File: src/rtl/plane_scan_pkg.sv
package plane_scan_pkg;
  // Control-word top byte that marks a pixel as direct colour
  localparam logic [7:0] DIRECT_TAG = 8'h03;

  // Strobes from control to datapath
  typedef struct packed {
    logic advance;   // whole pipeline moves one step
    logic capture;   // stage 1 loads a kept input pixel
  } scanStrobe_t;
endpackage

File: src/rtl/plane_scan_ctrl.sv
module plane_scan_ctrl
  import plane_scan_pkg::*;
#(
  parameter int STRIDE = 1024,
  localparam int COL_W = $clog2(STRIDE),
  localparam int WIDTH_W = COL_W + 1
) (
  input  logic               clk,
  input  logic               rst_n,
  input  logic [WIDTH_W-1:0] lineWidth,
  input  logic               inValid,
  output logic               inReady,
  input  logic               outReady,
  output logic               outValid,
  output logic               outSol,
  output logic               outEol,
  output scanStrobe_t        strobe
);
  localparam logic [COL_W-1:0] LAST_COL = COL_W'(STRIDE - 1);

  logic [COL_W-1:0] colCount;
  logic v1, v2, sol1, sol2, eol1, eol2;
  logic advance, accept, keep;

  assign advance = !v2 || outReady;
  assign accept  = inValid && advance;
  assign keep    = {1'b0, colCount} < lineWidth;

  assign inReady        = advance;
  assign strobe.advance = advance;
  assign strobe.capture = accept && keep;

  always_ff @(posedge clk) begin
    if (!rst_n) begin
      colCount <= '0;
      v1 <= 1'b0; v2 <= 1'b0;
      sol1 <= 1'b0; sol2 <= 1'b0;
      eol1 <= 1'b0; eol2 <= 1'b0;
    end else if (advance) begin
      v1   <= accept && keep;
      sol1 <= colCount == '0;
      eol1 <= {1'b0, colCount} == lineWidth - WIDTH_W'(1);
      v2   <= v1;
      sol2 <= sol1;
      eol2 <= eol1;
      if (accept) colCount <= (colCount == LAST_COL) ? '0 : colCount + COL_W'(1);
    end
  end

  assign outValid = v2;
  assign outSol   = v2 && sol2;
  assign outEol   = v2 && eol2;

  // a stalled output keeps its flags and blocks new input
  p_stall_hold_r6: assert property (@(posedge clk) disable iff (!rst_n)
    outValid && !outReady |=> outValid && $stable(outSol) && $stable(outEol));
  p_stall_block_r6: assert property (@(posedge clk) disable iff (!rst_n)
    outValid && !outReady |-> !inReady);
  // column count wraps at the stride
  p_col_wrap_r7: assert property (@(posedge clk) disable iff (!rst_n)
    inValid && inReady && colCount == LAST_COL |=> colCount == '0);
  // columns past the active width never enter stage 1
  p_drop_tail_r7: assert property (@(posedge clk) disable iff (!rst_n)
    inValid && inReady && ({1'b0, colCount} >= lineWidth) |=> !v1);
  // a filled stage 1 reaches the output on the next advancing edge
  p_latency_r5: assert property (@(posedge clk) disable iff (!rst_n)
    v1 && advance |=> outValid);
endmodule

File: src/rtl/plane_scan_datapath.sv
module plane_scan_datapath
  import plane_scan_pkg::*;
(
  input  logic        clk,
  input  logic        rst_n,
  input  scanStrobe_t strobe,
  input  logic [7:0]  inIndex,
  input  logic [31:0] inDirect,
  input  logic [31:0] inCtrl,
  output logic [7:0]  palIndex,
  input  logic [23:0] palRgb,
  output logic [23:0] outRgb
);
  logic [7:0]  idx1;
  logic [23:0] bgr1;
  logic        direct1;
  logic [23:0] rgbSel;
  logic [23:0] rgb2;

  always_ff @(posedge clk) begin
    if (!rst_n) begin
      idx1 <= '0; bgr1 <= '0; direct1 <= 1'b0;
    end else if (strobe.capture) begin
      idx1    <= inIndex;
      bgr1    <= inDirect[23:0];
      direct1 <= inCtrl[31:24] == DIRECT_TAG;
    end
  end

  assign palIndex = idx1;

  // Reorder blue-first storage into red-in-low-byte output
  assign rgbSel = direct1 ? {bgr1[7:0], bgr1[15:8], bgr1[23:16]} : palRgb;

  always_ff @(posedge clk) begin
    if (!rst_n) rgb2 <= '0;
    else if (strobe.advance) rgb2 <= rgbSel;
  end

  assign outRgb = rgb2;

  // colour holds while the pipeline is frozen
  p_rgb_hold_r6: assert property (@(posedge clk) disable iff (!rst_n)
    !strobe.advance |=> $stable(outRgb));
  // the direct tag marks stage 1 as direct
  p_tag_direct_r2: assert property (@(posedge clk) disable iff (!rst_n)
    strobe.capture && inCtrl[31:24] == DIRECT_TAG |=> direct1);
  // any other tag selects the palette
  p_tag_palette_r4: assert property (@(posedge clk) disable iff (!rst_n)
    strobe.capture && inCtrl[31:24] != DIRECT_TAG |=> !direct1 && palIndex == $past(inIndex));
endmodule

File: src/rtl/plane_scan_selector.sv
module plane_scan_selector
  import plane_scan_pkg::*;
#(
  parameter int STRIDE = 1024,
  localparam int COL_W = $clog2(STRIDE),
  localparam int WIDTH_W = COL_W + 1
) (
  input  logic               clk,
  input  logic               rst_n,
  input  logic [WIDTH_W-1:0] lineWidth,
  input  logic               inValid,
  output logic               inReady,
  input  logic [7:0]         inIndex,
  input  logic [31:0]        inDirect,
  input  logic [31:0]        inCtrl,
  output logic [7:0]         palIndex,
  input  logic [23:0]        palRgb,
  output logic               outValid,
  input  logic               outReady,
  output logic [23:0]        outRgb,
  output logic               outSol,
  output logic               outEol
);
  scanStrobe_t strobe;

  plane_scan_ctrl #(.STRIDE(STRIDE)) ctrl_i (
    .clk(clk), .rst_n(rst_n), .lineWidth(lineWidth),
    .inValid(inValid), .inReady(inReady), .outReady(outReady),
    .outValid(outValid), .outSol(outSol), .outEol(outEol), .strobe(strobe)
  );

  plane_scan_datapath data_i (
    .clk(clk), .rst_n(rst_n), .strobe(strobe),
    .inIndex(inIndex), .inDirect(inDirect), .inCtrl(inCtrl),
    .palIndex(palIndex), .palRgb(palRgb), .outRgb(outRgb)
  );

  // nothing leaves the stage in the cycle after reset
  p_reset_idle_r1: assert property (@(posedge clk) $past(!rst_n) |-> !outValid);
endmodule

File: config.mk
export PLATFORM = sky130hd
export DESIGN_NAME = plane_scan_selector
export DESIGN_NICKNAME = d
export VERILOG_FILES = /design/src/rtl/plane_scan_pkg.sv /design/src/rtl/plane_scan_ctrl.sv /design/src/rtl/plane_scan_datapath.sv /design/src/rtl/plane_scan_selector.sv
export SDC_FILE = /design/constraint.sdc
export NUM_CORES = 1
export LEC_CHECK = 0
export ABC_AREA = 1
export BUFFER_PORTS_ARGS = -buffer_cell sky130_fd_sc_hd__buf_2
export CORE_ASPECT_RATIO = 0.9
export CORE_MARGIN = 4
export CORE_UTILIZATION = 50
export CTS_BUF_LIST = sky130_fd_sc_hd__clkbuf_8
export DETAILED_ROUTE_END_ITERATION = 6
export GPL_TIMING_DRIVEN = 0
export PLACE_DENSITY_LB_ADDON = 0.08
export SLEW_MARGIN = 20
export SYNTH_ARGS = -nofsm -noshare
export SYNTH_HDL_FRONTEND = slang
export SYNTH_HIERARCHICAL = 1
export SYNTH_SLANG_ARGS = --single-unit
File: constraint.sdc
create_clock -name clk -period 1.9 [get_ports clk]
set_clock_uncertainty 0.05 [all_clocks]
set_input_delay 0 -clock clk [delete_from_list [all_inputs] [get_ports clk]]
set_output_delay 0 -clock clk [all_outputs]
set_load 0.02 [all_outputs]
==> results of run 1 <==
[worst max-delay path, cell delays in order (launching register included)]
cell     delay [ns]
dfxtp_4        0.37
ha_4           0.22
a21oi_2        0.17
nor3_2         0.06
a21oi_1        0.16
nand4_1        0.13
buf_6          0.16
inv_4          0.08
inv_6          0.06
buf_6          0.13
nor2_1         0.11
nor2_1         0.06
[kinds of logic after synthesis]
group	Yosys count	synth area share [%]
flip-flops	73	39.0
AND/OR/NAND/NOR	267	30.7
adder cells (fa/ha/maj)	13	4.34
XOR/XNOR	9	2.47
buffers and inverters	86	11.2
AO/OA/AOI/OAI	75	12.3
[cell type report]
class                           count  area, um^2  share of cell area, %
Timing Repair Buffer              184        1280                   23.1
Tap cell                           93         116                   2.11
Sequential cell                    73        1480                   26.9
Clock inverter                      6        82.6                   1.50
Buffer                             24         225                   4.08
Timing Repair inverter              1        6.26                  0.113
Clock buffer                       10         138                   2.49
Inverter                           62         253                   4.58
Multi-Input combinational cell    364        1940                   35.2
[cell usage after synthesis, types with 3 or more instances]
| cell | number |
|---|---|
| xor2_1 | 6 |
| nand3_1 | 43 |
| o21ai_0 | 40 |
| nand2_1 | 93 |
| buf_4 | 6 |
| nor3_1 | 4 |
| inv_1 | 59 |
| o211ai_1 | 24 |
| nand4_1 | 3 |
| nand2_2 | 12 |
| nor2_1 | 102 |
| buf_2 | 7 |
| ha_1 | 13 |
| a21oi_1 | 9 |
| dfxtp_1 | 73 |
| clkbuf_2 | 3 |
| nor2_2 | 4 |
| buf_6 | 5 |
[routing by layer]
| layer | GRT usage [%] | routed length [um] | up-vias | part of all wire [%] |
|---|---|---|---|---|
| met4 | 8.76 | 319 | 0 | 2.7 |
| met2 | 40.4 | 5490 | 189 | 46 |
| li1 | - | - | 2071 | - |
| met1 | 34.8 | 5090 | 1923 | 43 |
| met5 | 0 | 0 | - | 0 |
| met3 | 6.04 | 936 | 34 | 7.9 |
[worst min-delay path by stage]
stage,from,slack [ns],to
5_1_grt,inCtrl[31],0.05,data_i/direct1
4_1_cts,inCtrl[24],0.05,data_i/direct1
3_5_place_dp,inDirect[6],0.18,data_i/bgr1[6]
3_3_place_gp,inDirect[6],0.17,data_i/bgr1[6]
2_1_floorplan,rst_n,0.07,ctrl_i/colCount[6]
6_report,inCtrl[30],-0.006,data_i/direct1
[stage by stage]
stage / hold WS (ns) / TNS, ns / instances
2_1_floorplan: 0.0731 / 0 / 523
3_3_place_gp: 0.172 / -8.82 / 730
3_5_place_dp: 0.178 / -8.70 / 730
4_1_cts: 0.0457 / 0 / 814
5_1_grt: 0.0493 / -1.02 / 817
6_report: -0.00624 / 0 / 817
[power by group through the flow]
| stage | clock [uW] | sequential (uW) | combinational, uW |
|---|---|---|---|
| 4_1_cts | 1360 | 1690 | 753 |
| 6_report | 1340 | 1690 | 812 |
| 3_5_place_dp | 0 | 1730 | 631 |
| 5_1_grt | 1420 | 1700 | 892 |
| 2_1_floorplan | 0 | 1790 | 328 |
| 3_3_place_gp | 0 | 1730 | 616 |
[sequential cells by signal (all words and copies together), names as in the netlist]
signal,cells
ctrl_i/outValid,1
ctrl_i/eol1,1
data_i/direct1,1
ctrl_i/colCount,10
ctrl_i/sol1,1
data_i/outRgb,24
ctrl_i/eol2,1
ctrl_i/v1,1
ctrl_i/sol2,1
data_i/bgr1,24
data_i/palIndex,8
[timing repair]
| action | CTS | global route |
|---|---|---|
| hold endpoints to repair | 65 | 0 |
| gates resized for setup | 22 | 52 |
| cloned | 2 | 2 |
| pin swaps | 1 | 3 |
| endpoints found under the setup margin | 33 | 33 |
| setup buffers | 3 | 2 |
| hold buffers | 63 | 0 |
[cell usage in the layout, fill, tap and decap left out, drive strengths merged]
cell	count
buf	142
dfxtp	73
inv	64
a21oi	10
bufinv	2
dlygate4sd3	62
clkbuf	14
o211ai	24
nor3	4
nand2	107
nand3	44
xnor3	1
nor4	2
xnor2	2
ha	13
nor2	106
nor3b	1
nand4	3
o41ai	1
clkinv	3
o21ai	40
xor2	6
==> results_dict.tcl, run 1 <==
set metrics [dict create \
    status "finished, violations left" \
    synthArstFlopShare_pct 0 \
    synth_cell_type_count 32 \
    wl_per_cell_um 14.5 \
    critPathKind "flop to flop" \
    startpoint_type "flop" \
    num_io_pins 147 \
    clockBufferDepth 2 \
    ir_drop_mv 0.425 \
    grt_pass1_wl_um 18800 \
    synth_seq_cells 73 \
    min_path_type "input port to flop" \
    setup_viol 0 \
    first_global_vias 4109 \
    area_delta_synth_final_pct 47.3 \
    cts-buffers-inserted 9 \
    switching_power_uw 1070 \
    nets 843 \
    p_int_uw 2770 \
    clock.fmax_mhz 535 \
    hold_viol_final 1 \
    power_uw 3840 \
    fin_area_mm2 0.00552 \
    antenna_cells 0 \
    rows 29 \
    place_congestion 0.875 \
    die-area_mm2 0.00895 \
    synth_top_cell_area_share_pct 39.0 \
    layout_min_cycle_time_ns 1.87 \
    arrival_ns 2.05 \
    synth_edf_count 0 \
    cts_tree "done" \
    ff2ff_setup_slack_ns 0.03 \
    r2r-start "ctrl_i/colCount[8]" \
    tightestPinTransition_ns 0.494 \
    slew_violations 0 \
    synth_area_per_cell_um2 7.17 \
    cap_violations 0 \
    initial_core_util_pct 52.2 \
    power_per_cell_area_mw_per_mm2 696 \
    synth_top_cells_by_area "dfxtp_1 39%, nor2_1 10%, nand2_1 9.3%" \
    syn_nets 647 \
    die-width_um 99.3 \
    hold_ws_ns -0.00624 \
    drt_iter0_markers 295 \
    vias 4217 \
    seq_area_frac_synth_pct 39.0 \
    grt_max_degree 13 \
    layout-drive-gt1-share_pct 29.6 \
    hpwl_um 7510 \
    antenna_found_initial 0 \
    fillers 560 \
    placed_cell_area_mm2 0.00444 \
    netlist_instances 523 \
    dp_slack_ns -0.312 \
    max_slew_margin_pct 67.0 \
    cts_root_buf "clkbuf_8" \
    holdPathStages 6 \
    core_mm2 0.00718 \
    die_h_um 90.2 \
    r2r_cells 11 \
    ys_warn_count 6 \
    critical_path_required_ns 2.08 \
    synth_area_leader_cell "dfxtp_1" \
    cts.sinks 73 \
    routed_wl_um 11800 \
    ys.flop_type "dfxtp_1" \
    io_buffer_count 114 \
    drtPass1Iterations 5 \
    layout_worst_path_cycle_share_pct 98.3 \
    drt.antenna.violating_nets 0 \
    clk_pin_slew_worst_paths_ns 0.07 \
    post-route-util_pct 76.9 \
    pwr-share-comb_pct 21.1 \
    clock_latency_ns 0.34 \
    crit_fanout 6 \
    grt_util_all_layers_pct 25.8 \
    pwr-share-seq_pct 44.1 \
    power_frac_clock_pct 34.8 \
    crit_path_start "ctrl_i/colCount[8]" \
    leakage_uw 0.00284 \
    netlist_area_mm2 0.00375 \
    setup_ws_ns 0.0318 \
    violations "negative hold slack" \
    cp-endpoint "data_i/bgr1[13]" \
    h-tree-depth 3 \
    grt.overflow.total 0 \
    avgViaCountPerCell 5.16 \
    setup.worst_path.end_class "flop" \
    post-route-drc-count 0 \
    reg2reg_to "data_i/bgr1[13]" \
    netSwitchingFraction_pct 27.8 \
]
(Power assumes the default switching activity.)
==> run 2, diff against run 1 <==
--- a/config.mk
+++ b/config.mk
@@ -9,7 +9,7 @@
 export BUFFER_PORTS_ARGS = -buffer_cell sky130_fd_sc_hd__buf_2
 export CORE_ASPECT_RATIO = 0.9
 export CORE_MARGIN = 4
-export CORE_UTILIZATION = 50
+export CORE_UTILIZATION = 46
 export CTS_BUF_LIST = sky130_fd_sc_hd__clkbuf_8
 export DETAILED_ROUTE_END_ITERATION = 6
 export GPL_TIMING_DRIVEN = 0
==> constraint.sdc (replaced) <==
create_clock -name clk -period 1.55 [get_ports clk]
set_clock_uncertainty 0.05 [all_clocks]
set_input_delay 0 -clock clk [delete_from_list [all_inputs] [get_ports clk]]
set_output_delay 0 -clock clk [all_outputs]
set_load 0.02 [all_outputs]
==> run 2 against run 1 <==
Net effect:
- the flow finishes with violations (negative setup slack)
- register-to-register slack got worse by 0.26 ns
- first-iteration DRC count is 52% lower
- utilization decreased by 3.3 points
- critical endpoint is now data_i/bgr1[5]
==> results_dict.tcl, run 2 (synthesized netlist as in run 1, its figures left out) <==
set metrics [dict create \
    status "finished, violations left" \
    violations "negative setup slack" \
    nets 849 \
    core_mm2 0.00773 \
    avgViaCountPerCell 4.92 \
    setup.worst_path.end_class "flop" \
    r2r-start "ctrl_i/colCount[8]" \
    drt_iter0_markers 143 \
    ir_drop_mv 0.535 \
    cts_tree "done" \
    leakage_uw 0.00287 \
    power_per_cell_area_mw_per_mm2 811 \
    grt_busiest_layer "met2" \
    rows 30 \
    h-tree-depth 3 \
    hpwl_um 7500 \
    holdPathStages 5 \
    wl_per_cell_um 13.6 \
    grt_util_all_layers_pct 23.2 \
    routed_wl_um 11200 \
    finalSetupTns_ns -6.41 \
    dp_slack_ns -0.333 \
    initial_core_util_pct 48.5 \
    die_h_um 93.7 \
    area_delta_synth_final_pct 51.7 \
    r2r_cells 10 \
    first_global_vias 3875 \
    antenna_found_initial 0 \
    post-route-drc-count 0 \
    final_cells 826 \
    cp-endpoint "data_i/bgr1[5]" \
    die-width_um 103 \
    layout_worst_path_cycle_share_pct 115 \
    clockBufferDepth 2 \
    drtPass1Iterations 4 \
    clk_pin_slew_worst_paths_ns 0.08 \
    place_congestion 0.838 \
    cap_violations 0 \
    grt.overflow.total 0 \
    vias 4063 \
    min_path_type "input port to flop" \
    crit_fanout 9 \
    setup_viol 34 \
    cts_root_buf "clkbuf_8" \
    cts.sinks 73 \
    rsz0062_at_grt "true" \
    die-area_mm2 0.00966 \
    num_io_pins 147 \
    critical_path_required_ns 1.76 \
    drt.antenna.violating_nets 0 \
    antenna_cells 0 \
    cts-buffers-inserted 9 \
    hold_viol_final 0 \
    clock_latency_ns 0.35 \
    startpoint_type "flop" \
    placed_cells 733 \
    io_buffer_count 114 \
    final_common_cell "buf_2" \
    clock.fmax_mhz 562 \
    crit_path_start "ctrl_i/colCount[8]" \
    layout-drive-gt1-share_pct 32.3 \
    grt_max_degree 14 \
    tightestPinTransition_ns 0.541 \
    ff2ff_setup_slack_ns -0.23 \
    arrival_ns 1.99 \
    grt.met3_usage_pct 5.94 \
    setup_ws_ns -0.229 \
    slew_violations 0 \
    grt_pass1_wl_um 17700 \
    grtUsageMet2_pct 36.3 \
    max_slew_margin_pct 63.9 \
    reg2reg_to "data_i/bgr1[5]" \
    layout_common_cells "121 x buf_2, 93 x nand2_1, 92 x nor2_1" \
    critPathKind "flop to flop" \
    met1_usage_pct 32.1 \
    layout_min_cycle_time_ns 1.78 \
]
## run 2: changes by cell type in the layout (fill, tap and decap cells not counted), moves of 3 or more
cell	change
nor2_2	-8
o21ai_2	+7
ha_1	-6
o21ai_0	-20
o21ai_1	+13
nor2_1	+6
dfxtp_2	+5
inv_1	-3
buf_4	+3
dfxtp_1	-5
ha_4	+5
## run 2: layout make-up
class	count	area [um^2]
plain buffers	24	223
clock buffers	10	138
clock inverters	6	65.1
fillers	621	2040
inverters	62	250
multi-input cells	364	2050
flip-flops and latches	73	1490
well taps	96	120
repair buffers	191	1350
## run 2: worst min path at each step
stage | slack (ns) | start | endpoint
6_report | 0.05 | outReady | ctrl_i/eol2
3_5_place_dp | 0.18 | inDirect[5] | data_i/bgr1[5]
5_1_grt | 0.06 | outReady | ctrl_i/eol2
2_1_floorplan | 0.06 | rst_n | ctrl_i/colCount[6]
4_1_cts | 0.03 | outReady | ctrl_i/eol2
3_3_place_gp | 0.17 | inIndex[6] | data_i/palIndex[6]
## run 2: metal layers
metal  share of wire [%]  vias up
met5                   0        -
met4                 1.1        0
met3                 6.5       13
met2                  46      134
met1                  46     1833
li1                    -     2083
## run 2: what timing repair did
item	CTS	global route
pin swaps	8	11
buffers inserted	10	0
resized for setup	28	25
gates cloned	1	2
hold buffers	64	0
endpoints found under the setup margin	40	53
endpoints found under the hold margin	62	0
## run 2: worst max-delay path: stages, from the launching register on
cell	delay, ns
dfxtp_4	0.36
ha_4	0.21
a21oi_2	0.13
nor3_2	0.06
a21oi_2	0.13
nand4_1	0.18
inv_4	0.18
inv_8	0.08
clkbuf_16	0.16
nor2_1	0.10
nor2_1	0.05
## run 2: stage by stage
stage / area [um^2] / power, uW / utilization, % / hold slack (ns)
floorplan: 3870 / 2620 / - / 0.0633
global placement: 4560 / 2900 / 58.9 / 0.174
detailed placement: 4560 / 2920 / 58.9 / 0.181
CTS: 5570 / 4610 / 72.0 / 0.0304
global route: 5690 / 4840 / 73.6 / 0.0555
finish: 5690 / 4610 / 73.6 / 0.0466
## run 2: power by group
group | total [uW] | internal (uW) | switching [uW]
registers | 2080 | 2000 | 75.9
clock network | 1520 | 790 | 729
logic | 1020 | 483 | 535
total | 4610 | 3270 | 1340
